--- src/rtl/alm_stat_pkg.sv ---
// Package: shared constants and types of the alarm status block.
// Assumes two channels and an 8-bit word whose bit order software decodes.
package alm_stat_pkg;
    localparam int              NUM_CH    = 2;
    localparam int              DATA_W    = 8;
    localparam int              ADDR_W    = 8;
    localparam logic [7:0]      BASE_ADDR = 8'h10;
    localparam int              NUM_STICKY = 5;

    // Bit positions of the status word (fixed by the software decode)
    localparam int B_LIVE_LOS = 7;
    localparam int B_LAT_LOS  = 6;
    localparam int B_LIVE_AIS = 5;
    localparam int B_LAT_AIS  = 4;
    localparam int B_LAT_BPV  = 3;
    localparam int B_LAT_OVF  = 2;
    localparam int B_LAT_AUX  = 1;
    localparam int B_INT      = 0;

    // Per-channel event inputs
    typedef struct packed {
        logic los;
        logic ais;
        logic bpv;
        logic ovf;
        logic aux;
    } chan_evt_t;

    // Status word, packed so that field order equals bit order 7..0
    typedef struct packed {
        logic live_los;
        logic lat_los;
        logic live_ais;
        logic lat_ais;
        logic lat_bpv;
        logic lat_ovf;
        logic lat_aux;
        logic int_pend;
    } chan_stat_t;
endpackage

--- src/rtl/alm_edge_det.sv ---
// Module: registered copy of level inputs with rise and fall strobes.
// Assumes the inputs are synchronous to clk; the strobes are combinational.
module alm_edge_det #(
    parameter int W = 2
) (
    input  logic         clk,
    input  logic         rst_n,
    input  logic [W-1:0] d,
    output logic [W-1:0] q,
    output logic [W-1:0] rise,
    output logic [W-1:0] fall
);
    logic [W-1:0] q_r;

    // Keep last cycle's level for edge comparison
    always_ff @(posedge clk) begin
        if (!rst_n) q_r <= '0;
        else        q_r <= d;
    end

    assign q    = q_r;
    assign rise = d & ~q_r;
    assign fall = ~d & q_r;
endmodule

--- src/rtl/alm_sticky.sv ---
// Module: a vector of set-dominant sticky flags with one common clear.
// Assumes set and clear are synchronous; a set in the clear cycle wins.
module alm_sticky #(
    parameter int W = 5
) (
    input  logic         clk,
    input  logic         rst_n,
    input  logic [W-1:0] set,
    input  logic         clr,
    output logic [W-1:0] q
);
    for (genvar i = 0; i < W; i++) begin : g_bit
        // Hold the flag until a clear with no coincident set
        always_ff @(posedge clk) begin
            if (!rst_n) q[i] <= 1'b0;
            else        q[i] <= set[i] | (q[i] & ~clr);
        end
    end
endmodule

--- src/rtl/alm_chan_status.sv ---
// Module: status word of one channel, with live bits, sticky latches and interrupt flag.
// Assumes clr is a one-cycle pulse from the read decoder for this channel.
module alm_chan_status
    import alm_stat_pkg::*;
(
    input  logic       clk,
    input  logic       rst_n,
    input  chan_evt_t  evt,
    input  logic       clr,
    output chan_stat_t stat
);
    logic [1:0] lvl_q, lvl_rise, lvl_fall;
    logic [NUM_STICKY-1:0] set_vec, lat_q;
    logic                  int_set;
    logic [0:0]            int_q;

    // Bit 1 is AIS, bit 0 is LOS
    alm_edge_det #(.W(2)) u_edge (
        .clk  (clk),
        .rst_n(rst_n),
        .d    ({evt.ais, evt.los}),
        .q    (lvl_q),
        .rise (lvl_rise),
        .fall (lvl_fall)
    );

    // Order: LOS onset, AIS onset, BPV, overflow, auxiliary
    assign set_vec = {lvl_rise[0], lvl_rise[1], evt.bpv, evt.ovf, evt.aux};
    assign int_set = (|set_vec) | lvl_fall[1];

    alm_sticky #(.W(NUM_STICKY)) u_lat (
        .clk  (clk),
        .rst_n(rst_n),
        .set  (set_vec),
        .clr  (clr),
        .q    (lat_q)
    );

    alm_sticky #(.W(1)) u_int (
        .clk  (clk),
        .rst_n(rst_n),
        .set  (int_set),
        .clr  (clr),
        .q    (int_q)
    );

    // Assemble the word in software bit order
    always_comb begin
        stat.live_los = lvl_q[0];
        stat.lat_los  = lat_q[4];
        stat.live_ais = lvl_q[1];
        stat.lat_ais  = lat_q[3];
        stat.lat_bpv  = lat_q[2];
        stat.lat_ovf  = lat_q[1];
        stat.lat_aux  = lat_q[0];
        stat.int_pend = int_q[0];
    end
endmodule

--- src/rtl/alm_read_port.sv ---
// Module: address decode, read data register and per-channel clear pulses.
// Assumes one-cycle read strobes; unknown addresses read zero and clear nothing.
module alm_read_port #(
    parameter int              NUM_CH    = 2,
    parameter int              DATA_W    = 8,
    parameter int              ADDR_W    = 8,
    parameter logic [ADDR_W-1:0] BASE_ADDR = 8'h10
) (
    input  logic                           clk,
    input  logic                           rst_n,
    input  logic                           rd_en,
    input  logic [ADDR_W-1:0]              rd_addr,
    input  logic [NUM_CH-1:0][DATA_W-1:0]  words,
    output logic [NUM_CH-1:0]              clr,
    output logic [DATA_W-1:0]              rd_data
);
    logic [NUM_CH-1:0] hit;
    logic [DATA_W-1:0] sel_word;

    for (genvar c = 0; c < NUM_CH; c++) begin : g_dec
        localparam logic [ADDR_W-1:0] MY_ADDR = ADDR_W'(BASE_ADDR + c);
        assign hit[c] = rd_en && (rd_addr == MY_ADDR);
    end

    assign clr = hit;

    // Pick the addressed word, zero when nothing matches
    always_comb begin
        sel_word = '0;
        for (int c = 0; c < NUM_CH; c++) begin
            if (hit[c]) sel_word = words[c];
        end
    end

    // Capture the pre-clear word on each read strobe
    always_ff @(posedge clk) begin
        if (!rst_n)     rd_data <= '0;
        else if (rd_en) rd_data <= sel_word;
    end
endmodule

--- src/rtl/alm_status_top.sv ---
// Module: two-channel latched alarm status with clear-on-read and interrupt.
// Assumes all inputs synchronous to clk; reset is synchronous, active low.
module alm_status_top
    import alm_stat_pkg::*;
(
    input  logic                clk,
    input  logic                rst_n,
    input  logic [NUM_CH-1:0]   los_in,
    input  logic [NUM_CH-1:0]   ais_in,
    input  logic [NUM_CH-1:0]   bpv_in,
    input  logic [NUM_CH-1:0]   ovf_in,
    input  logic                dev_rst_evt,
    input  logic                clk_lost,
    input  logic                rd_en,
    input  logic [ADDR_W-1:0]   rd_addr,
    output logic [DATA_W-1:0]   rd_data,
    output logic                irq
);
    logic [NUM_CH-1:0][DATA_W-1:0] stat_w;
    logic [NUM_CH-1:0]             clr;
    logic [NUM_CH-1:0]             aux_in;
    logic [NUM_CH-1:0]             int_vec;

    // Channel index 0 carries the reset event, index 1 the clock-lost flag
    assign aux_in = {clk_lost, dev_rst_evt};

    for (genvar c = 0; c < NUM_CH; c++) begin : g_ch
        chan_evt_t  evt;
        chan_stat_t st;

        assign evt.los = los_in[c];
        assign evt.ais = ais_in[c];
        assign evt.bpv = bpv_in[c];
        assign evt.ovf = ovf_in[c];
        assign evt.aux = aux_in[c];

        alm_chan_status u_chan (
            .clk  (clk),
            .rst_n(rst_n),
            .evt  (evt),
            .clr  (clr[c]),
            .stat (st)
        );

        assign stat_w[c]  = st;
        assign int_vec[c] = st.int_pend;
    end

    alm_read_port #(
        .NUM_CH   (NUM_CH),
        .DATA_W   (DATA_W),
        .ADDR_W   (ADDR_W),
        .BASE_ADDR(BASE_ADDR)
    ) u_rd (
        .clk    (clk),
        .rst_n  (rst_n),
        .rd_en  (rd_en),
        .rd_addr(rd_addr),
        .words  (stat_w),
        .clr    (clr),
        .rd_data(rd_data)
    );

    assign irq = |int_vec;
endmodule

--- config.mk ---
export PLATFORM = sky130hd
export DESIGN_NAME = alm_status_top
export DESIGN_NICKNAME = d
export VERILOG_FILES = /design/src/rtl/alm_stat_pkg.sv /design/src/rtl/alm_edge_det.sv /design/src/rtl/alm_sticky.sv /design/src/rtl/alm_chan_status.sv /design/src/rtl/alm_read_port.sv /design/src/rtl/alm_status_top.sv
export SDC_FILE = /design/constraint.sdc
export NUM_CORES = 1
export LEC_CHECK = 0
export BUFFER_PORTS_ARGS = -buffer_cell sky130_fd_sc_hd__clkbuf_2
export CORE_MARGIN = 3
export CORE_UTILIZATION = 49
export CTS_CLUSTER_DIAMETER = 30
export DETAILED_ROUTE_END_ITERATION = 10
export HOLD_SLACK_MARGIN = 0.06
export PLACE_DENSITY = 0.83
export SETUP_SLACK_MARGIN = 0.4
export SLEW_MARGIN = 20
export SYNTH_ARGS = -nofsm -noshare
export SYNTH_HDL_FRONTEND = slang
export SYNTH_SLANG_ARGS = --single-unit
--- constraint.sdc ---
create_clock -name clk -period 1.32 [get_ports clk]
set_input_delay 0.066 -clock clk [delete_from_list [all_inputs] [get_ports clk]]
set_output_delay 0.066 -clock clk [all_outputs]
set_load 0.005 [all_outputs]
==> results of run 1 <==
synthesized netlist by cell type, drive strengths merged (3+ instances only):
library cell and count:
clkbuf 4, o21ai 8, dfxtp 24, and2 4, nor3 3, mux2 8, nand2 17, nor2 8
a32oi 8
cell families (layout without fill, tap and decap cells):
kind of cell | Yosys count | in the layout | share of synthesized area (%)
XOR/XNOR | 2 | 2 | 1.695
AND/OR/NAND/NOR | 43 | 43 | 25.67
buffers and inverters | 7 | 52 | 2.663
AO/OA/AOI/OAI | 21 | 21 | 14.77
flip-flops | 24 | 24 | 46.49
multiplexers | 8 | 8 | 8.717
worst reg2reg max path: stages (launching register included):
cell and delay (ns):
dfxtp_2 0.35, buf_6 0.11, mux2_4 0.27, a32oi_2 0.16, nor2_1 0.06
cell type report:
cell class / count / area (um2)
timing repair buffer: 46 / 317.8
multi-input combinational: 74 / 600.6
fill: 121 / 370.4
sequential: 24 / 494.2
tap: 25 / 31.28
clock buffer: 4 / 36.28
inverter: 2 / 7.507
final timing paths:
kind                              from                        end  slack (ns)  cells after the start
min                              rst_n  g_ch[0].u_chan.u_lat.q[1]        0.12                      3
max reg2reg     g_ch[0].u_chan.u_int.q            u_rd.rd_data[0]        0.27                      4
max             g_ch[0].u_chan.u_int.q                        irq        0.24                      2
min reg2reg  g_ch[0].u_chan.u_lat.q[1]  g_ch[0].u_chan.u_lat.q[1]        0.46                      2
sequential cells by signal (all words and copies together) (netlist names):
| signal | flops |
|---|---|
| g_ch.u_chan.u_edge.q | 4 |
| g_ch.u_chan.u_int.q | 2 |
| g_ch.u_chan.u_lat.q | 10 |
| u_rd.rd_data | 8 |
power breakdown:
group	total, mW	internal (mW)	leakage (nW)	switching [mW]
registers	0.793	0.770	0.200	0.0228
logic	0.248	0.142	0.449	0.107
clock network	0.383	0.168	0.0210	0.214
repair_timing:
| item | 4_1_cts | 5_1_grt |
|---|---|---|
| hold endpoints to repair | 14 | 0 |
| resized for setup | 19 | 12 |
| setup buffers | 4 | 0 |
| hold buffers | 10 | 0 |
| pin swaps | 11 | 11 |
| setup endpoints to repair | 9 | 16 |
layer usage:
metal	track usage [%]	vias up	wire length [um]
met5	0	-	0
met4	5.240	0	30
met3	3.438	4	161
met2	35.77	42	1341
met1	24.73	453	1145
li1	-	470	-
==> summary.txt, run 1 <==
Power per cell area -> 957.0 nW/um2
Post-synthesis sequential area ratio -> 46.49%
Clock Skew -> 0.007679 ns
Worst hold slack -> 0.1240 ns
Post-DP Area -> 1217 um2
DP Wirelength -> 1.659 mm
Chip height -> 51.93 um
Initial Utilization -> 55.62%
Starting DRT DRC Count -> 24
Fin cells -> 175
Synthesized area per cell -> 9.843 um2
Cells after DPL -> 157
Die width -> 51.93 um
Crit path launch type -> register
CP delay by family, top -> flip-flops
Area leader, netlist -> dfxtp_1
Vias -> 969
Synth Instances -> 105
P&R area growth vs syn -> 43.95%
CP Max Fanout -> 2
Clk buf depth -> 2
Drt pass-1 iters -> 4
Run status -> complete, no violations
Fin nets -> 172
Wire per inst -> 15.31 um
Core area -> 1858 um2
Critical path endpoint category -> output port
Final min period -> 1.084 ns
RSZ-0062 raised after global routing -> true
Fin Setup TNS -> 0 ns
Largest net degree at the start of global routing -> 15
Crit Path Class -> register to output port
Crit path arrival time -> 1.02 ns
Gr usage total -> 20.12%
Worst-path clk slew -> 0.13 ns
Number of synthesized flops with an enable pin -> 0
Clock Tree Root -> clkbuf_4
Fin. Hold Viols -> 0
Global-route wire length before repair -> 4.064 mm
CTS Buf Count -> 3
Cell area after layout -> 1488 um2
Clk sinks -> 24
Top Ports -> 30
Layout cell share with drive strength beyond 1 -> 48.00%
Cell Area, Synth -> 1033 um2
Max_cap viols -> 0
FF+latch count, synth -> 24
Layout Utilization -> 80.07%
Pleak -> 0.6701 nW
TritonCTS clock tree -> yes
Final setup vio count -> 0
Core Rows -> 15
Antenna violations before repair -> 0
Port Buffers -> 29
Place WS -> 0.05939 ns
CP required -> 1.25 ns
Pins over their slew limit -> 0
Total global routing overflow -> 0
Top FF cell, synth -> dfxtp_1
Synth Net Count -> 126
Via density -> 5.537
Worst slew pin tran -> 0.4334 ns
Tot Pwr -> 1.424 mW
DRT antenna net count -> 0
Commonest non-fill, non-tap cell in the layout -> clkbuf_2
CP Buf/Inv Count -> 1
Post-synth top area share -> 46.49%
Setup ws final -> 0.2363 ns
Commonest non-fill, non-tap cells in the layout -> clkbuf_2 (27), nand2_1 (17), dfxtp_1 (13)
Peak supply drop -> 0.8808 mV
Die area -> 2696 um2
Worst-path cell chain -> or2_4, buf_6
Antenna Cells -> 0
Placer congestion estimate -> 0.7911
Async SR Flop Fraction -> 0%
Synth area leaders -> dfxtp_1 (46%), mux2_1 (8.7%), a32oi_1 (6.8%), nand2_1 (6.2%), nor4b_4 (4.6%)
Vias in the first global route -> 917
CP max-delay cell -> dfxtp_2
Yosys warns -> 0
Total number of H-tree levels -> 1
Slowest cell delay on critical path -> 0.35 ns
Synth cell types -> 24
Highest clock rate -> 0.9228 GHz
Period utilisation layout -> 82.10%
Worst slew margin -> 71.10%
Hold WC Path Type -> input pin to register
Final WL -> 2.679 mm
DRC Markers -> 0
Worst skew pair latency -> 0.31 ns
Note: power is estimated with default switching activity, not from simulation.
==> run 2: changes to the inputs <==
clock period = 1 ns   (was 1.32 ns; I/O delays follow)
==> summary.txt, run 2 (synthesis gave the netlist of run 1 again) <==
DRT antenna net count -> 0 (unchanged)
Worst R2R Start -> g_ch[0].u_chan.u_lat.q[4]
Fillers -> 86 (-29%)
Hold WC Path Type -> input pin to register
R2R depth -> 3 (-1)
Core Rows -> 15 (unchanged)
Top reg by flops -> g_ch.u_chan.u_lat.q
Slowest cell delay on critical path -> 0.34 ns (about the same)
Worst slew pin tran -> 0.3462 ns (-0.08729 ns)
Gr usage total -> 21.85% (+1.7 points)
P&R area growth vs syn -> 53.87%
Commonest non-fill, non-tap cells in the layout -> clkbuf_2 (25), dfxtp_2 (24), nand2_1 (17), buf_4 (17)
Capturing point of the worst reg2reg path -> u_rd.rd_data[6]
Crit Path Class -> register to output port
DRC Markers -> 0 (unchanged)
Highest clock rate -> 0.8638 GHz
CP required -> 0.95 ns (-0.30 ns)
Die width -> 51.93 um (unchanged)
Placer congestion estimate -> 0.7921 (+0.13%)
Largest net degree at the start of global routing -> 14 (-1)
CP Max Fanout -> 2 (unchanged)
Critical path endpoint category -> output port
Commonest non-fill, non-tap cell in the layout -> clkbuf_2
Clock Tree Root -> clkbuf_4
Violated checks -> hold timing, setup timing
Initial Utilization -> 55.62% (unchanged)
Die area -> 2696 um2 (unchanged)
Pins over their slew limit -> 0 (unchanged)
Total global routing overflow -> 0 (unchanged)
Drt pass-1 iters -> 4 (unchanged)
Peak supply drop -> 1.304 mV (+48%)
Worst-path cell chain -> buf_6, or2_4, clkbuf_2
Clock Skew -> 0.007924 ns (+0.0002453 ns)
Via density -> 5.560 (+0.42%)
Crit path launch type -> register
Global-route wire length before repair -> 4.360 mm (+7.3%)
Starting DRT DRC Count -> 30 (+25%)
Top flop regs -> g_ch.u_chan.u_lat.q x10, u_rd.rd_data x8, g_ch.u_chan.u_edge.q x4
Final min period -> 1.158 ns
TritonCTS clock tree -> yes
Vias in the first global route -> 979 (+6.8%)
Worst hold slack -> -0.03398 ns (-0.1579 ns)
Chip height -> 51.93 um (unchanged)
Final setup vio count -> 2 (+2)
HP Start -> los_in[1]
Run status -> finished with violations
Reg-to-reg setup timing slack -> -0.01 ns (-0.28 ns)
Vias -> 1012 (+4.4%)
Layout Utilization -> 85.59% (+5.5 points)
Worst hold path stage count -> 2 (-1)
Fin. Hold Viols -> 4 (+4)
RSZ-0062 raised after global routing -> true
Port Buffers -> 29 (unchanged)
Antenna violations before repair -> 0 (unchanged)
Max_cap viols -> 0 (unchanged)
Setup ws final -> -0.1577 ns (-0.3940 ns)
Power per cell area -> 1154 nW/um2 (+21%)
Crit path arrival time -> 1.11 ns (+0.09 ns)
Worst-path clk slew -> 0.12 ns (about the same)
CTS Buf Count -> 3 (unchanged)
Worst skew pair latency -> 0.31 ns (about the same)
Hold Path Sink -> g_ch[1].u_chan.u_edge.q[0]
CP max-delay cell -> dfxtp_2
CP Buf/Inv Count -> 2 (+1)
Top Ports -> 30 (unchanged)
Antenna Cells -> 0 (unchanged)
Post-DP Area -> 1303 um2 (+7.0%)
Clk buf depth -> 2 (unchanged)
Fin nets -> 180 (+4.7%)
Layout cell share with drive strength beyond 1 -> 65.61% (+18 points)
Period utilisation layout -> 115.8%
Core area -> 1858 um2 (unchanged)
CP delay by family, top -> flip-flops
Clk sinks -> 24 (unchanged)
Wire per inst -> 16.62 um (+8.5%)
Pleak -> 0.7269 nW (+8.5%)
Total number of H-tree levels -> 1 (unchanged)
Final WL -> 3.024 mm (+13%)
Max reg flops -> 10 (unchanged)
DP Wirelength -> 1.877 mm (+13%)
Cell area after layout -> 1590 um2 (+6.9%)
Worst slew margin -> 76.92% (+5.8 points)
run 2: cell types whose count changed in the layout (fill, tap and decap cells not counted), moves of 2 or more:
| cell | before | now |
|---|---|---|
| dfxtp_1 | 13 | 0 |
| dfxtp_2 | 11 | 24 |
| buf_4 | 5 | 17 |
| dlygate4sd3_1 | 10 | 4 |
| buf_6 | 4 | 8 |
| o21ai_1 | 8 | 4 |
| o21ai_2 | 0 | 4 |
| clkbuf_2 | 27 | 25 |
run 2: area by class of cell:
cell class	instances	area, um2	share of cell area, %
Tap cell	25	31.28	1.967
Clock buffer	3	22.52	1.416
Sequential cell	24	510.5	32.10
Multi-Input combinational cell	74	635.6	39.97
Timing Repair Buffer	54	382.9	24.08
Inverter	2	7.507	0.4721
run 2: timing repair:
action | CTS | global route
pin swaps | 20 | 14
endpoints found under the hold margin | 13 | 10
gates resized for setup | 36 | 18
hold buffers | 3 | 1
endpoints found under the setup margin | 29 | 29
setup buffers | 4 | 3
run 2: metrics by stage:
step	hold slack (ns)	TNS, ns	std cells	worst slack, ns	total power [mW]
finish	-0.03398	-0.1636	182	-0.1577	1.835
detailed placement	0.2768	-1.932	168	-0.2512	1.322
CTS	-0.03957	-0.1523	178	-0.1502	1.774
global placement	0.2695	-1.200	168	-0.2128	1.307
floorplan	0.1646	-0.2117	105	-0.05007	1.195
global route	-0.03267	-0.2815	182	-0.1893	1.910
run 2: power breakdown:
| part | internal [mW] | total [mW] | switching (mW) |
|---|---|---|---|
| Sequential | 1.02 | 1.05 | 0.0341 |
| Clock | 0.141 | 0.407 | 0.266 |
| Combinational | 0.209 | 0.375 | 0.166 |
| Total | 1.37 | 1.84 | 0.466 |
run 2: layer usage:
metal	vias up	GRT usage [%]	part of all wire, %
met4	0	10.48	3.2
met1	476	25.04	41
met5	-	0	0
met3	11	4.585	4.5
met2	42	38.08	51
li1	483	-	-
run 2: how the worst max path moves through the flow:
stage / startpoint / endpoint / slack [ns] / cells after the start
finish: g_ch[1].u_chan.u_int.q / irq / -0.16 / 3
global route: g_ch[1].u_chan.u_int.q / irq / -0.19 / 3
CTS: g_ch[1].u_chan.u_int.q / irq / -0.15 / 3
detailed placement: rd_addr[1] / g_ch[0].u_chan.u_int.q / -0.25 / 4
global placement: rd_addr[1] / g_ch[0].u_chan.u_int.q / -0.21 / 4
floorplan: rd_addr[1] / g_ch[0].u_chan.u_int.q / -0.05 / 3
==> run 3: changes to the inputs <==
ABC_AREA = 1   (was not set)
CORE_UTILIZATION = 50   (was 49)
PLACE_DENSITY = not set   (was 0.83)
PLACE_DENSITY_LB_ADDON = 0.08   (was not set)
==> summary.txt, run 3 <==
Final setup vio count -> 2 (unchanged)
Capturing point of the worst reg2reg path -> u_rd.rd_data[0]
Critical path endpoint category -> output port
Post-synth top area share -> 44.65% (-1.8 points)
Setup ws final -> -0.04536 ns (+0.1124 ns)
Async SR Flop Fraction -> 0% (unchanged)
Top flop regs -> g_ch.u_chan.u_lat.q x10, u_rd.rd_data x8, g_ch.u_chan.u_edge.q x4
CTS Buf Count -> 3 (unchanged)
Port Buffers -> 29 (unchanged)
Die width -> 52.39 um (+0.90%)
Pleak -> 0.9024 nW (+24%)
Initial Utilization -> 53.75% (-1.9 points)
Post-DP Area -> 1323 um2 (+1.5%)
Worst R2R Start -> g_ch[1].u_chan.u_int.q
Fin nets -> 222 (+23%)
DRT antenna net count -> 0 (unchanged)
Peak supply drop -> 1.445 mV (+11%)
Worst slew pin tran -> 0.4064 ns (+0.06027 ns)
Number of synthesized flops with an enable pin -> 0 (unchanged)
Run status -> finished with violations
Final min period -> 1.045 ns (-0.1124 ns)
Wire per inst -> 17.00 um (+2.3%)
Antenna Cells -> 0 (unchanged)
Cell Area, Synth -> 1076 um2 (+4.1%)
Yosys warns -> 0 (unchanged)
Post-synthesis sequential area ratio -> 44.65% (-1.8 points)
Vias in the first global route -> 1172 (+20%)
Worst hold slack -> -0.06369 ns (-0.02971 ns)
Crit Path Class -> register to output port
FF+latch count, synth -> 24 (unchanged)
Top cells by count, synth -> nand2_1 (32), nand3_1 (27), dfxtp_1 (24)
DP Wirelength -> 1.761 mm (-6.1%)
Clock Tree Root -> clkbuf_4
DRC Markers -> 0 (unchanged)
Violated checks -> hold timing, setup timing
Synth area leaders -> dfxtp_1 (45%), nand3_1 (13%), nand2_1 (11%), inv_1 (8.0%), nor2_1 (7.3%)
Hold WC Path Type -> input pin to register
R2R depth -> 7 (+4)
Commonest non-fill, non-tap cell in the layout -> clkbuf_2
Synth cell types -> 16 (-33%)
Via density -> 5.445 (-2.1%)
Tot Pwr -> 2.207 mW (+20%)
CP required -> 0.95 ns (about the same)
Commonest non-fill, non-tap cells in the layout -> clkbuf_2 (27), dfxtp_2 (24), nand3_2 (21)
Worst slew margin -> 72.87% (-4.1 points)
CP Max Fanout -> 2 (unchanged)
HP Start -> ais_in[1]
Total number of H-tree levels -> 1 (unchanged)
Clock Skew -> 0.01555 ns (+0.007621 ns)
Hold buffers post-CTS -> 5 (+2)
Power per cell area -> 1216 nW/um2 (+5.4%)
Largest net degree at the start of global routing -> 21 (+7)
Crit path arrival time -> 1.00 ns (-0.11 ns)
Top FF cell, synth -> dfxtp_1
Max reg flops -> 10 (unchanged)
Worst-path cell chain -> or2_1, clkbuf_2
Top reg by flops -> g_ch.u_chan.u_lat.q
CP Buf/Inv Count -> 1 (-1)
CP delay by family, top -> flip-flops
P&R area growth vs syn -> 68.72%
Core area -> 2002 um2 (+7.7%)
Crit path launch type -> register
Fin. Hold Viols -> 6 (+2)
Core Rows -> 16 (+1)
Synthesized area per cell -> 6.987 um2 (-29%)
Vias -> 1236 (+22%)
Worst skew pair latency -> 0.32 ns (about the same)
Reg-to-reg setup timing slack -> -0.02 ns (about the same)
Highest clock rate -> 0.9566 GHz (+11%)
Worst-path clk slew -> 0.15 ns (+0.03 ns)
Worst hold path stage count -> 3 (+1)
Synth Instances -> 154 (+47%)
Drt pass-1 iters -> 4 (unchanged)
Hold Path Sink -> g_ch[1].u_chan.u_edge.q[1]
Place WS -> -0.04902 ns (+0.2022 ns)
Slowest cell delay on critical path -> 0.35 ns (about the same)
Top Ports -> 30 (unchanged)
Pins over their slew limit -> 0 (unchanged)
Synth Net Count -> 175 (+39%)
Final WL -> 3.859 mm (+28%)
Layout cell share with drive strength beyond 1 -> 68.00% (+2.4 points)
Total global routing overflow -> 0 (unchanged)
Area leader, netlist -> dfxtp_1
Clk sinks -> 24 (unchanged)
TritonCTS clock tree -> yes
Global-route wire length before repair -> 5.188 mm (+19%)
Cell area after layout -> 1815 um2 (+14%)
Starting DRT DRC Count -> 31 (+3.3%)
Antenna violations before repair -> 0 (unchanged)
Period utilisation layout -> 104.5% (-11 points)
RSZ-0062 raised after global routing -> true
Layout Utilization -> 90.69% (+5.1 points)
CP max-delay cell -> dfxtp_2
Max_cap viols -> 0 (unchanged)
Clk buf depth -> 2 (unchanged)
Placer congestion estimate -> 0.7652 (-3.4%)
Fin Setup TNS -> -0.06981 ns (+0.09378 ns)
Gr usage total -> 25.52% (+3.7 points)
Chip height -> 52.39 um (+0.90%)
Top-count cell post-synth -> nand2_1
Die area -> 2745 um2 (+1.8%)
## run 3: cell count changes after synthesis, sizes merged, moves of 4 or more
cell	change
a21oi	+12
a32oi	-8
and2	-4
inv	+24
mux2	-8
nand2	+16
nand3	+26
nor2	+16
o21ai	-8
## run 3: cells by family after synthesis
family                 share of synthesized area [%]
DFF                                            44.65
buffers and inverters                          10.81
and+or+nand+nor                                38.95
AOI/OAI and AO/OA                              5.582
## run 3: routing by layer
| layer | track usage, % | part of all wire (%) | up-vias | wire (um) |
|---|---|---|---|---|
| met5 | 0 | 0 | - | 0 |
| met2 | 45.25 | 50 | 81 | 1919 |
| li1 | - | - | 571 | - |
| met3 | 4.558 | 9.8 | 18 | 377 |
| met1 | 30.05 | 36 | 566 | 1392 |
| met4 | 9.787 | 4.4 | 0 | 170 |
## run 3: how the worst max path moves through the flow
stage | start | endpoint | slack [ns] | cells past startpoint
final | g_ch[1].u_chan.u_int.q | irq | -0.05 | 2
after floorplan | rd_en | g_ch[0].u_chan.u_int.q | 0.15 | 8
after CTS | g_ch[0].u_chan.u_int.q | irq | -0.03 | 2
after detailed placement | rd_addr[4] | g_ch[1].u_chan.u_lat.q[3] | -0.05 | 8
after global placement | rd_addr[4] | g_ch[1].u_chan.u_int.q | -0.005 | 8
after global routing | g_ch[1].u_chan.u_int.q | irq | -0.08 | 2
## run 3: worst min-delay path, delay by kind of cell
kind,cells,cell delay [ns]
AND/OR/NAND/NOR,1,0.06
buffers and inverters,2,0.14
## run 3: where the power goes
part	total, mW	leakage [nW]	switching [mW]	internal [mW]
Sequential	1.08	0.206	0.0504	1.03
Combinational	0.423	0.669	0.234	0.189
Clock	0.706	0.0279	0.301	0.405
## run 3: area by class of cell
class	count	area [um2]
Sequential cell	24	510.5
Clock inverter	1	30.03
Inverter	26	117.6
Multi-Input combinational cell	102	770.7
Fill cell	79	186.4
Tap cell	27	33.78
Timing Repair Buffer	44	330.3
Clock buffer	3	22.52
## run 3: repair_timing
action | CTS | global route
gates resized for setup | 65 | 28
endpoints found under the setup margin | 29 | 29
cloned | 2 | 0
hold endpoints to repair | 13 | 10
buffers inserted | 5 | 3
pin swaps | 34 | 35
## run 3: metrics by stage
stage	hold slack (ns)	std cells
after floorplan	0.1435	154
after global placement	0.2443	209
after detailed placement	0.2502	209
after CTS	-0.05768	225
after global routing	-0.05119	227
final	-0.06369	227
